## config.mk

```make
export PLATFORM = sky130hd
export DESIGN_NAME = pwr_mission_fsm
export DESIGN_NICKNAME = d
export VERILOG_FILES = /design/src/rtl/pmf_pkg.sv /design/src/rtl/pmf_trig_arb.sv /design/src/rtl/pmf_recov_cnt.sv /design/src/rtl/pwr_mission_fsm.sv
export SDC_FILE = /design/constraint.sdc
export NUM_CORES = 1
export LEC_CHECK = 0
export CAP_MARGIN = 20
export CELL_PAD_IN_SITES_DETAIL_PLACEMENT = 2
export CELL_PAD_IN_SITES_GLOBAL_PLACEMENT = 2
export CORE_MARGIN = 1
export CORE_UTILIZATION = 32
export CTS_BUF_LIST = sky130_fd_sc_hd__clkbuf_16
export CTS_CLUSTER_SIZE = 16
export DETAILED_ROUTE_END_ITERATION = 8
export DONT_BUFFER_PORTS = 1
export PLACE_DENSITY = 0.81
export SLEW_MARGIN = 20
export SYNTH_ARGS = -nofsm -noshare
export SYNTH_HDL_FRONTEND = slang
export SYNTH_SLANG_ARGS = --single-unit
```

## constraint.sdc

```tcl
create_clock -name clk -period 1.85 [get_ports clk]
set_input_delay 0.37 -clock clk [delete_from_list [all_inputs] [get_ports clk]]
set_output_delay 0.37 -clock clk [all_outputs]
set_load 0.005 [all_outputs]
```

## src/rtl/pmf_pkg.sv

```systemverilog
// Shared encodings for the power mission state controller.
// Assumes: state and sequence codes are fixed and visible at the ports.
package pmf_pkg;
    typedef enum logic [2:0] {
        ST_STANDBY    = 3'd0,
        ST_ACTIVE     = 3'd1,
        ST_MCU_ONLY   = 3'd2,
        ST_RETENTION  = 3'd3,
        ST_LP_STANDBY = 3'd4,
        ST_SAFE       = 3'd5,
        ST_SAFE_RECOV = 3'd6
    } pm_state_e;

    typedef enum logic [3:0] {
        SQ_NONE      = 4'd0,
        SQ_SEVERE    = 4'd1,
        SQ_ORDERLY   = 4'd2,
        SQ_STANDBY   = 4'd3,
        SQ_WARM_ALL  = 4'd4,
        SQ_WARM_MCU  = 4'd5,
        SQ_TO_ACTIVE = 4'd6,
        SQ_TO_MCU    = 4'd7,
        SQ_TO_RET    = 4'd8
    } pm_seq_e;

    typedef struct packed {
        logic      valid;
        pm_seq_e   code;
        pm_state_e dest;
        logic      warm;
    } pm_req_t;
endpackage

```

## src/rtl/pmf_trig_arb.sv

```systemverilog
// Trigger arbiter: picks at most one sequence request from the current
// state and the trigger levels, in fixed priority order.
// Assumes: the caller samples the result only when no request is outstanding.
module pmf_trig_arb
    import pmf_pkg::*;
(
    input  pm_state_e  cur,
    input  logic       enable_pin,
    input  logic [1:0] sleep_bits,
    input  logic       sw_standby,
    input  logic       ret_hold,
    input  logic       lp_sel,
    input  logic [1:0] startup_dest,
    input  logic       soc_err,
    input  logic       err_irq_pend,
    input  logic       severe_flt,
    input  logic       orderly_flt,
    input  logic       warm_flt,
    input  logic       halted,
    output pm_req_t    req
);
    localparam logic [1:0] FULL_PWR = 2'b11;

    logic      powered;
    logic      off_req;
    logic      wake_ok;
    pm_state_e up_dest;
    pm_seq_e   up_code;
    pm_state_e low_dest;

    // Shared decode of the off, wake and destination choices.
    always_comb begin
        powered  = (cur == ST_ACTIVE) || (cur == ST_MCU_ONLY) || (cur == ST_RETENTION);
        off_req  = !enable_pin || sw_standby;
        wake_ok  = enable_pin && !sw_standby;
        up_dest  = (startup_dest == 2'b11) ? ST_ACTIVE : ST_MCU_ONLY;
        up_code  = (startup_dest == 2'b11) ? SQ_TO_ACTIVE : SQ_TO_MCU;
        low_dest = lp_sel ? ST_LP_STANDBY : ST_STANDBY;
    end

    // Priority encode: severe, orderly, off, warm, SoC error, sleep/wake.
    always_comb begin
        req.valid = 1'b0;
        req.code  = SQ_NONE;
        req.dest  = cur;
        req.warm  = 1'b0;
        if (powered && severe_flt) begin
            req.valid = 1'b1; req.code = SQ_SEVERE;  req.dest = ST_SAFE;
        end else if (powered && orderly_flt) begin
            req.valid = 1'b1; req.code = SQ_ORDERLY; req.dest = ST_SAFE;
        end else if (powered && off_req) begin
            req.valid = 1'b1; req.code = SQ_STANDBY; req.dest = low_dest;
        end else if (cur == ST_ACTIVE && warm_flt) begin
            req.valid = 1'b1; req.code = SQ_WARM_ALL; req.dest = ST_ACTIVE; req.warm = 1'b1;
        end else if (cur == ST_MCU_ONLY && warm_flt) begin
            req.valid = 1'b1; req.code = SQ_WARM_MCU; req.dest = ST_MCU_ONLY; req.warm = 1'b1;
        end else if (cur == ST_ACTIVE && soc_err) begin
            req.valid = 1'b1; req.code = SQ_TO_MCU; req.dest = ST_MCU_ONLY;
        end else begin
            case (cur)
                ST_ACTIVE: begin
                    if (sleep_bits == 2'b00 && ret_hold) begin
                        req.valid = 1'b1; req.code = SQ_TO_RET; req.dest = ST_RETENTION;
                    end else if (sleep_bits != FULL_PWR) begin
                        req.valid = 1'b1; req.code = SQ_TO_MCU; req.dest = ST_MCU_ONLY;
                    end
                end
                ST_MCU_ONLY: begin
                    if (sleep_bits == FULL_PWR && !err_irq_pend && !soc_err) begin
                        req.valid = 1'b1; req.code = SQ_TO_ACTIVE; req.dest = ST_ACTIVE;
                    end else if (sleep_bits == 2'b00 && ret_hold) begin
                        req.valid = 1'b1; req.code = SQ_TO_RET; req.dest = ST_RETENTION;
                    end
                end
                ST_RETENTION: begin
                    if (sleep_bits != 2'b00) begin
                        req.valid = 1'b1; req.code = SQ_TO_MCU; req.dest = ST_MCU_ONLY;
                    end
                end
                ST_STANDBY, ST_LP_STANDBY: begin
                    if (wake_ok) begin
                        req.valid = 1'b1; req.code = up_code; req.dest = up_dest;
                    end
                end
                ST_SAFE_RECOV: begin
                    if (wake_ok && !halted) begin
                        req.valid = 1'b1; req.code = up_code; req.dest = up_dest;
                    end
                end
                default: ;
            endcase
        end
    end
endmodule

```

## src/rtl/pmf_recov_cnt.sv

```systemverilog
// Saturating recovery counter with a threshold compare.
// Assumes: inc is a single-cycle event; only por_n clears the count.
module pmf_recov_cnt #(
    parameter int CW = 4
) (
    input  logic          clk,
    input  logic          por_n,
    input  logic          inc,
    input  logic [CW-1:0] thr,
    output logic [CW-1:0] cnt,
    output logic          halted
);
    localparam logic [CW-1:0] CNT_MAX = {CW{1'b1}};

    // Count events, holding at the maximum value.
    always_ff @(posedge clk) begin
        if (!por_n)
            cnt <= '0;
        else if (inc && cnt != CNT_MAX)
            cnt <= cnt + 1'b1;
    end

    // Recovery is exhausted once the count reaches the threshold.
    assign halted = (cnt >= thr);


    cnt_step_chk: assert property (@(posedge clk) disable iff (!por_n)
        inc |=> (cnt == $past(cnt) + 1'b1) || ($past(cnt) == CNT_MAX));

    cnt_idle_chk: assert property (@(posedge clk) disable iff (!por_n)
        !inc |=> $stable(cnt));
endmodule

```

## src/rtl/pwr_mission_fsm.sv

```systemverilog
// Power mission state controller. Holds the mission state, issues one
// sequence request at a time to an external sequencer and commits the
// destination on its done pulse. Warm resets and safe entries feed the
// recovery counter.
// Assumes: seq_done is meaningful only while seq_req is high;
// recov_thr is static while in SAFE_RECOVERY.
module pwr_mission_fsm
    import pmf_pkg::*;
#(
    parameter int CW = 4
) (
    input  logic          clk,
    input  logic          rst_n,
    input  logic          por_n,
    input  logic          enable_pin,
    input  logic [1:0]    sleep_bits,
    input  logic          sw_standby,
    input  logic          ret_hold,
    input  logic          lp_sel,
    input  logic [1:0]    startup_dest,
    input  logic          soc_err,
    input  logic          err_irq_pend,
    input  logic          severe_flt,
    input  logic          orderly_flt,
    input  logic          wdog_flt,
    input  logic          esm_flt,
    input  logic [CW-1:0] recov_thr,
    input  logic          seq_done,
    output logic          seq_req,
    output logic [3:0]    seq_code,
    output logic [2:0]    state_o,
    output logic [CW-1:0] recov_cnt,
    output logic          recov_halt
);
    pm_state_e state_q;
    pm_state_e dest_q;
    pm_seq_e   code_q;
    logic      busy_q;
    logic      warm_q;
    logic      fsm_rst_n;
    logic      cnt_inc;
    pm_req_t   req;

    assign fsm_rst_n = rst_n && por_n;

    pmf_trig_arb u_arb (
        .cur          (state_q),
        .enable_pin   (enable_pin),
        .sleep_bits   (sleep_bits),
        .sw_standby   (sw_standby),
        .ret_hold     (ret_hold),
        .lp_sel       (lp_sel),
        .startup_dest (startup_dest),
        .soc_err      (soc_err),
        .err_irq_pend (err_irq_pend),
        .severe_flt   (severe_flt),
        .orderly_flt  (orderly_flt),
        .warm_flt     (wdog_flt || esm_flt),
        .halted       (recov_halt),
        .req          (req)
    );

    // Count on a committed warm reset or on the step out of SAFE.
    assign cnt_inc = fsm_rst_n &&
                     ((busy_q && seq_done && warm_q) || (!busy_q && state_q == ST_SAFE));

    pmf_recov_cnt #(.CW(CW)) u_cnt (
        .clk    (clk),
        .por_n  (por_n),
        .inc    (cnt_inc),
        .thr    (recov_thr),
        .cnt    (recov_cnt),
        .halted (recov_halt)
    );

    // Mission state, request latch and commit on sequencer done.
    always_ff @(posedge clk) begin
        if (!fsm_rst_n) begin
            state_q <= ST_STANDBY;
            dest_q  <= ST_STANDBY;
            code_q  <= SQ_NONE;
            busy_q  <= 1'b0;
            warm_q  <= 1'b0;
        end else if (busy_q) begin
            if (seq_done) begin
                state_q <= dest_q;
                code_q  <= SQ_NONE;
                busy_q  <= 1'b0;
                warm_q  <= 1'b0;
            end
        end else if (state_q == ST_SAFE) begin
            state_q <= ST_SAFE_RECOV;
        end else if (req.valid) begin
            busy_q <= 1'b1;
            code_q <= req.code;
            dest_q <= req.dest;
            warm_q <= req.warm;
        end
    end

    assign seq_req  = busy_q;
    assign seq_code = code_q;
    assign state_o  = state_q;


    req_hold_chk: assert property (@(posedge clk) disable iff (!fsm_rst_n)
        (seq_req && !seq_done) |=> (seq_req && $stable(seq_code)));

    state_hold_chk: assert property (@(posedge clk) disable iff (!fsm_rst_n)
        (!(seq_req && seq_done) && state_q != ST_SAFE) |=> $stable(state_o));

    safe_step_chk: assert property (@(posedge clk) disable iff (!fsm_rst_n)
        (state_q == ST_SAFE) |=> (state_q == ST_SAFE_RECOV));

    ret_gate_chk: assert property (@(posedge clk) disable iff (!fsm_rst_n)
        ($rose(seq_req) && seq_code == SQ_TO_RET) |-> $past(ret_hold));

    halt_quiet_chk: assert property (@(posedge clk) disable iff (!fsm_rst_n)
        (state_q == ST_SAFE_RECOV && recov_halt && !seq_req) |=> !seq_req);
endmodule

```

=== After elaboration in Yosys (flattened, before gate mapping) ===
Cells that the tools add are included.
W data, S select, Z words.

* Flip-flop bits (word level): 16
* Input port bits: 22
* Output and inout bits: 13

* Reduce and logical (&&, ||, !) cells: 37
* Bitwise gates (word level): 2
* Multiplexer cells: 36
* Equal/unequal tests: 12
* $add $sub $neg: 1
* $lt $le $gt $ge: 1

{| class="wikitable"
|+ Operators by type and width
! operator !! count
|-
| $mux W8 || 12
|-
| $pmux W8 S5 || 1
|-
| $logic_and A1 B1 Y1 || 17
|-
| $mux W4 || 4
|-
| $mux W1 || 13
|-
| $mux W3 || 4
|-
| $eq A3 B3 Y1 const B || 3
|-
| $mux W9 || 1
|-
| $eq A3 B2 Y1 const B || 2
|-
| $logic_not A1 Y1 || 6
|-
| $ne A2 B2 Y1 const B || 3
|-
| $reduce_and A3 Y1 || 2
|-
| $reduce_bool A2 Y1 || 3
|-
| $logic_or A1 B1 Y1 || 5
|-
| $add A4 B1 Y4 const B || 1
|-
| $eq A2 B2 Y1 const B || 2
|-
| $ge A4 B4 Y1 || 1
|-
| $ne A4 B4 Y1 const B || 1
|-
| $eq A3 B1 Y1 const B || 1
|-
| $logic_not A3 Y1 || 1
|-
| $logic_not A2 Y1 || 1
|-
| $mux W2 || 1
|-
| $not A1 Y1 || 2
|-
| $reduce_and A2 Y1 || 1
|-
| $reduce_or A2 Y1 || 1
|}

=== Longest topological paths before layout ===
Gate-level depths: netlist of run 1.

* Depth in word-level cells: 14
* Depth in mapped cells: 8

=== Cells and area by module ===
A second synthesis of run 1 with hierarchy kept.

* Cell total of the unflattened synthesis: 171
* Area total of the unflattened synthesis: 1383.8 um2

{| class="wikitable"
|+ By module, submodules not included
! module !! cells each !! seq. area each (um2) !! instances !! area an instance (um2)
|-
| pwr_mission_fsm || 64 || 240.2 || 1 || 583.1
|-
| pmf_trig_arb || 72 || 0.0 || 1 || 520.5
|-
| pmf_recov_cnt || 35 || 80.1 || 1 || 280.3
|}

=== Least setup slack after synthesis of run 1 ===
OpenSTA, ideal clock, no wires.

* Path type: flip-flop to flip-flop
* Start point: register u_cnt.cnt[0]
* End point: register warm_q
* Period minus slack after synthesis: 1.851 ns
* Arrival: 1.734 ns
* Cell stages (with the launch flop): 9
* Path buffers: 0
* Slack: -0.001 ns
* Required time: 1.733 ns
* Cells stage by stage: dfxtp_1 -> inv_1 -> ha_1 -> nor3b_1 -> o21ai_1 -> o21ai_2 -> a21o_4 -> nand2_4 -> a32o_1

* Longest elaborated chain between the ends: 13

{| class="wikitable"
|+ RTL lines
! element !! RTL line !! source
|-
| start: declaration || pmf_recov_cnt.sv:10 || <nowiki>output logic [CW-1:0] cnt,</nowiki>
|-
| start signal: assignment || pmf_recov_cnt.sv:20 || <nowiki>cnt <= cnt + 1'b1;</nowiki>
|-
| $ge A4 B4 Y1 || pmf_recov_cnt.sv:24 || <nowiki>assign halted = (cnt >= thr);</nowiki>
|-
| via recov_halt || pwr_mission_fsm.sv:33 || <nowiki>output logic recov_halt</nowiki>
|-
| $logic_not A1 Y1 || pmf_trig_arb.sv:86 || <nowiki>if (wake_ok && !halted) begin</nowiki>
|-
| $logic_and A1 B1 Y1 || pmf_trig_arb.sv:86 ||
|-
| $mux W8 || pmf_trig_arb.sv:86 ||
|-
| $pmux W8 S5 || pmf_trig_arb.sv:60 || <nowiki>case (cur)</nowiki>
|-
| $mux W8 || pmf_trig_arb.sv:57 || <nowiki>end else if (cur == ST_ACTIVE && soc_err) begin</nowiki>
|-
| $mux W8 || pmf_trig_arb.sv:55 || <nowiki>end else if (cur == ST_MCU_ONLY && warm_flt) begin</nowiki>
|-
| $mux W9 || pmf_trig_arb.sv:53 || <nowiki>end else if (cur == ST_ACTIVE && warm_flt) begin</nowiki>
|-
| $mux W8 || pmf_trig_arb.sv:51 || <nowiki>end else if (powered && off_req) begin</nowiki>
|-
| $mux W8 || pmf_trig_arb.sv:49 || <nowiki>end else if (powered && orderly_flt) begin</nowiki>
|-
| $mux W8 || pmf_trig_arb.sv:47 || <nowiki>if (powered && severe_flt) begin</nowiki>
|-
| $reduce_bool A2 Y1 (no line) || n/a ||
|-
| $reduce_and A3 Y1 (no line) || n/a ||
|-
| end signal: assignment || pwr_mission_fsm.sv:97 || <nowiki>warm_q <= req.warm;</nowiki>
|-
| end: declaration || pwr_mission_fsm.sv:39 || <nowiki>logic warm_q;</nowiki>
|}

The timed path passes the listed nets, and every way through them passes these cells.
A chain may end at the register's enable or synchronous reset.

=== Final worst setup path of run 1 ===
* Start point: register u_cnt.cnt[3]
* End point: output recov_halt

* Longest elaborated chain between the ends: 1

{| class="wikitable"
|+ RTL lines
! element !! RTL line
|-
| $ge A4 B4 Y1 || pmf_recov_cnt.sv:24
|-
| end: declaration || pwr_mission_fsm.sv:33
|}

No other way between the ends.

==> qor.yml, run 1 <==
outcome:
  status: "complete, but fails checks"
  violations: "setup timing"
layout:
  antenna_cells: 0
  finalInstanceArea_sq_um: 1680
  layout-drive-gt1-share: 0.350
  syn_to_final_growth_pct: 35.3
  final_nets: 208
setup_path:
  rrSetupSlack_ns: 0.01
  worst_ep_required_time_ns: 1.48
  crit_chain: "ha_4, a21oi_1, o21ai_4, buf_4, buf_6"
  max_stage_delay_ns: 0.34
  reg2reg_from: "u_cnt.cnt[3]"
  critPathCaptureType: "output port"
  path_delay_family: "compound AO/OA/AOI/OAI gates"
  critPathLaunchType: "register"
  cp_data_arrival_time_ns: 1.52
  cp_max_fo: 5
  cp_slowest_cell: "dfxtp_2"
  crit_type: "register to output port"
  crit_buf_inv: 2
  reg2reg_depth: 8
  r2r-end: "dest_q[2]"
logic_synthesis:
  post-synth-top-count-cell: "dfxtp_1"
  synth_edf_count: 0
  synth_mux_area_frac: 0.0161
  ys_types: 56
  yosysWarnings: 0
  synth_area_leader_cell: "dfxtp_1"
  synth_compound_area_frac: 0.352
  syn_area_per_cell_sq_um: 8.11
  synthFlopType: "dfxtp_1"
  synth_top_family_by_area: "compound AO/OA/AOI/OAI gates"
  synth_nets: 180
  synth_area_sq_um: 1240
  yosysSeqAreaShare: 0.258
  synthArstFlopShare: 0
  ys_top_cells_by_count: "dfxtp_1 (16), a21oi_1 (13), nand2_1 (13), nor2_1 (11), o21ai_0 (9)"
  synthAdderAreaFrac: 0.0504
  synthXorXnorAreaFrac: 0.0282
  synthTopCellsByArea: "dfxtp_1 (26%), a21oi_1 (5.2%), ha_1 (5.0%), nand2_1 (3.9%), o21ai_0 (3.6%)"
  synth_seq_cells: 16
  synthSimpleGateAreaFrac: 0.261
  syn_inst: 153
  synth_top_cell_area_share: 0.258
grt:
  grt_pass1_wl_um: 7900
  use_met3: 0.0482
  grt_overflow: 0
  busiest_layer: "met2"
  met1_usage: 0.275
  use_met2: 0.505
  grt_pass1_vias: 1545
  grt_usage: 0.259
  antenna_found_initial: 0
  grt_max_degree: 13
sta:
  timing.final.hold_violations: 0
  worst_slack_ns: -0.0424
  finalSetupTns_ns: -0.0424
  timing.final.crit_share: 1.02
  tightest_slew_ns: 0.483
  min_period_ns: 1.89
  fmax_mhz: 528
  slew_headroom: 0.676
  setup_viol: 1
  fin_skew_ns: 0.00152
  slew_viol_final: 0
  rsz0062_at_grt: "true"
flow_run:
  cap_violations: 0
die:
  start_util: 0.336
  io_pins: 35
  dieArea_sq_um: 4130
  rows: 22
  die_h_um: 64.3
  core_sq_um: 3690
  fp.dieW_um: 64.3
routing:
  avgViaCountPerCell: 5.97
  drc: 0
  drt_iter0_drc: 53
  detail_route.wirelength_um: 5210
  ant_nets: 0
  num_vias: 1361
  wl_per_cell_um: 22.8
  drtPass1Iterations: 4
clock_network:
  htree_levels: 1
  cts.sinks: 16
  clkSlewWorstSetupHoldPaths_ns: 0.05
  root_buffer: "clkbuf_16"
  cts_tree: "done"
  cts-buffers-inserted: 3
  clockBufferDepth: 2
  clkLatencyLatePin_ns: 0.25
hold_path:
  holdPathStages: 1
  whs_endpoint: "u_cnt.cnt[0]"
  hp-start: "por_n"
  hold_class: "primary input to register"
placed_design:
  place.gp.congestion: 0.887
  dp_hpwl_um: 3870
  pre_cts_slack_ns: -0.210
  place_area_sq_um: 1480
  portBuffers: 0
pwr:
  max-vdd-ir-drop_mv: 0.370
  p_per_area_nw_per_um2: 540
  finalPower_uw: 907
  leakagePower_nw: 0.629
-- cell usage in the layout (no fill, tap or decap), types with 5 or more instances in the layout --
cell type / synthesis / final
a21oi_1: 13 / 13
buf_4: 0 / 25
dfxtp_1: 16 / 10
dfxtp_2: 0 / 6
nand2_1: 13 / 13
nand2b_1: 5 / 5
nor2_1: 11 / 10
o21ai_0: 9 / 7
-- per-stage QoR --
step                      utilization  hold WS, ns  std cells
final                           0.455        0.240        228
after CTS                       0.442        0.237        227
after global routing            0.455        0.244        228
after floorplan                     -        0.432        153
after detailed placement        0.400        0.467        223
after global placement          0.400        0.446        223
-- repair_timing --
item | CTS | global route
resized for setup | 14 | 11
hold buffers | 0 | 0
setup buffers | 0 | 1
pin swaps | 7 | 4
endpoints found under the setup margin | 9 | 9
-- flip-flops by register name, indices dropped and copies added (netlist names) --
signal	cells
state_o	3
u_cnt.cnt	4
seq_req	1
warm_q	1
seq_code	4
dest_q	3
-- worst max path at each step --
stage,slack (ns),endpoint,from,depth (start not counted)
final,-0.04,recov_halt,u_cnt.cnt[3],5
after global routing,-0.07,recov_halt,u_cnt.cnt[3],5
after CTS,-0.01,recov_halt,u_cnt.cnt[3],5
after detailed placement,-0.21,dest_q[0],recov_thr[3],8
after global placement,-0.06,dest_q[0],recov_thr[3],8
after floorplan,0.006,seq_code[0],recov_thr[3],8
-- metal layers --
layer | wire (um) | share of wire
met1 | 2110 | 0.40
met2 | 2840 | 0.55
met3 | 176 | 0.034
met4 | 80 | 0.015
met5 | 0 | 0
-- area by class of cell --
type	count	area, sq um
fill	414	2010
multi-input combinational	127	980
sequential	16	328
timing repair buffer	27	210
clock buffer	3	75.1
tap	48	60.1
inverter	6	22.5
clock inverter	1	3.75
-- report_power, final --
| group | total [mW] | leakage (nW) | switching, mW | internal [mW] |
|---|---|---|---|---|
| combinational | 0.126 | 0.458 | 0.0695 | 0.0560 |
| sequential | 0.354 | 0.132 | 0.00454 | 0.350 |
| clock | 0.427 | 0.0385 | 0.140 | 0.287 |
-- cells by family after synthesis --
| logic type | Yosys count |
|---|---|
| compound gates | 59 |
| xor+xnor | 4 |
| fa+ha+maj | 5 |
| buf+inv | 10 |
| flops | 16 |
| mux | 2 |
| simple gates | 57 |
(Power assumes the default switching activity.)
==> run 2: changes to the inputs <==
- CELL_PAD_IN_SITES_DETAIL_PLACEMENT: 2 -> not set
- CELL_PAD_IN_SITES_GLOBAL_PLACEMENT: 2 -> not set
- CORE_UTILIZATION: 32 -> 56
==> qor.yml, run 2 (synthesis results as in run 1) <==
die:
  start_util: 0.614  # +0.277
  dieArea_sq_um: 2410  # -42%
  die_h_um: 49.1  # -24%
  core_sq_um: 2020  # -45%
  fp.dieW_um: 49.1  # -24%
  rows: 16  # -27%
  io_pins: 35  # unchanged
placed_design:
  place.gp.congestion: 0.944  # +6.5%
  dp_hpwl_um: 2580  # -33%
  portBuffers: 0  # unchanged
  pre_cts_slack_ns: -0.143  # +0.0674 ns
setup_path:
  crit_type: "register to register"
  crit_end: "dest_q[0]"
  critPathCaptureType: "register"
  reg2reg_depth: 7  # -1
  cp_data_arrival_time_ns: 2.04  # +0.52 ns
  rrSetupSlack_ns: -0.02  # -0.03 ns
  r2r-end: "dest_q[0]"
  crit_start: "u_cnt.cnt[1]"
  worst_ep_required_time_ns: 2.02  # +0.54 ns
  cp_max_fo: 6  # +1
  critPathLaunchType: "register"
  reg2reg_from: "u_cnt.cnt[1]"
clock_network:
  cts_tree: "done"
  clockBufferDepth: 2  # unchanged
  cts.sinks: 16  # unchanged
  root_buffer: "clkbuf_16"
  clkLatencyLatePin_ns: 0.25  # about the same
  cts_hold_buf: 0  # unchanged
  clkSlewWorstSetupHoldPaths_ns: 0.05  # about the same
  htree_levels: 1  # unchanged
  cts-buffers-inserted: 3  # unchanged
layout:
  final_nets: 204  # -1.9%
  antenna_cells: 0  # unchanged
  layout-drive-gt1-share: 0.290  # -0.0602
  final_cell_mix: "buf_4 (22), nand2_1 (13), dfxtp_1 (13)"
  syn_to_final_growth_pct: 27.8
  final_common_cell: "buf_4"
grt:
  grt_overflow: 0  # unchanged
  grt_max_degree: 17  # +4
  grt_pass1_vias: 1343  # -13%
  grt_pass1_wl_um: 6190  # -22%
  grt_usage: 0.330  # +0.0705
  antenna_found_initial: 0  # unchanged
sta:
  timing.final.hold_violations: 0  # unchanged
  tightest_slew_ns: 0.371  # -0.111 ns
  timing.final.crit_share: 1.01  # -0.0121
  min_period_ns: 1.87  # -0.0224 ns
  setup_viol: 1  # unchanged
  slew_viol_final: 0  # unchanged
  fin_skew_ns: 0.00592  # +0.00440 ns
  finalSetupTns_ns: -0.0200  # +0.0224 ns
  worst_slack_ns: -0.0200  # +0.0224 ns
  fmax_mhz: 535  # +1.2%
  slew_headroom: 0.746  # +0.0704
outcome:
  status: "complete, but fails checks"
  violations: "setup timing"
routing:
  avgViaCountPerCell: 6.76  # +13%
  ant_nets: 0  # unchanged
  wl_per_cell_um: 18.3  # -20%
  drtPass1Iterations: 4  # unchanged
  num_vias: 1372  # +0.81%
  drt_iter0_drc: 92  # +74%
  drc: 0  # unchanged
  detail_route.wirelength_um: 3710  # -29%
pwr:
  max-vdd-ir-drop_mv: 0.706  # +91%
  finalPower_uw: 895  # -1.4%
  p_per_area_nw_per_um2: 564  # +4.4%
  leakagePower_nw: 0.605  # -3.8%
hold_path:
  hold_class: "primary input to register"
flow_run:
  cap_violations: 0  # unchanged
## run 2: area by class of cell
class / count / area, sq um
Clock buffer: 3 / 75.1
Clock inverter: 1 / 3.75
Fill cell: 132 / 435
Inverter: 6 / 22.5
Multi-Input combinational cell: 127 / 942
Sequential cell: 16 / 324
Tap cell: 27 / 33.8
Timing Repair Buffer: 23 / 185
## run 2: timing repair
item | in CTS | in global routing
resized for setup | 4 | 10
pin swaps | 3 | 4
endpoints found under the setup margin | 7 | 10
setup buffers | 0 | 1
hold endpoints to repair | 0 | 0
## run 2: routing by layer
metal,up-vias,track usage,routed length [um]
met5,-,0,0
met4,0,0.0882,120
met3,16,0.0623,304
met2,85,0.559,1850
met1,647,0.422,1440
li1,624,-,-
## run 2: where the power goes
part | switching, mW | internal, mW | leakage, nW
Clock | 0.138 | 0.287 | 0.0385
Sequential | 0.00405 | 0.350 | 0.131
Combinational | 0.0620 | 0.0536 | 0.436
## run 2: worst min-delay path by stage
stage / end / cells past startpoint / start / slack [ns]
5_1_grt: u_cnt.cnt[2] / 1 / por_n / 0.25
2_1_floorplan: state_o[2] / 2 / dest_q[2] / 0.43
3_5_place_dp: dest_q[1] / 2 / dest_q[1] / 0.46
6_report: u_cnt.cnt[0] / 1 / por_n / 0.24
4_1_cts: u_cnt.cnt[0] / 1 / por_n / 0.25
3_3_place_gp: state_o[2] / 2 / dest_q[2] / 0.45
## run 2: metrics by stage
step,hold WS (ns),util,instances,area [sq um]
2_1_floorplan,0.432,-,153,1240
6_report,0.240,0.785,203,1590
3_5_place_dp,0.456,0.712,199,1440
5_1_grt,0.252,0.785,203,1590
3_3_place_gp,0.451,0.712,199,1440
4_1_cts,0.245,0.759,202,1530
## run 2: worst max-delay path, cell delays in order, from the launching register on
cell and delay [ns]:
dfxtp_1 0.33, ha_1 0.28, o211ai_1 0.27, o21ai_4 0.13
a2bb2oi_1 0.17, o21ai_0 0.28, a211oi_2 0.12, a211oi_2 0.22
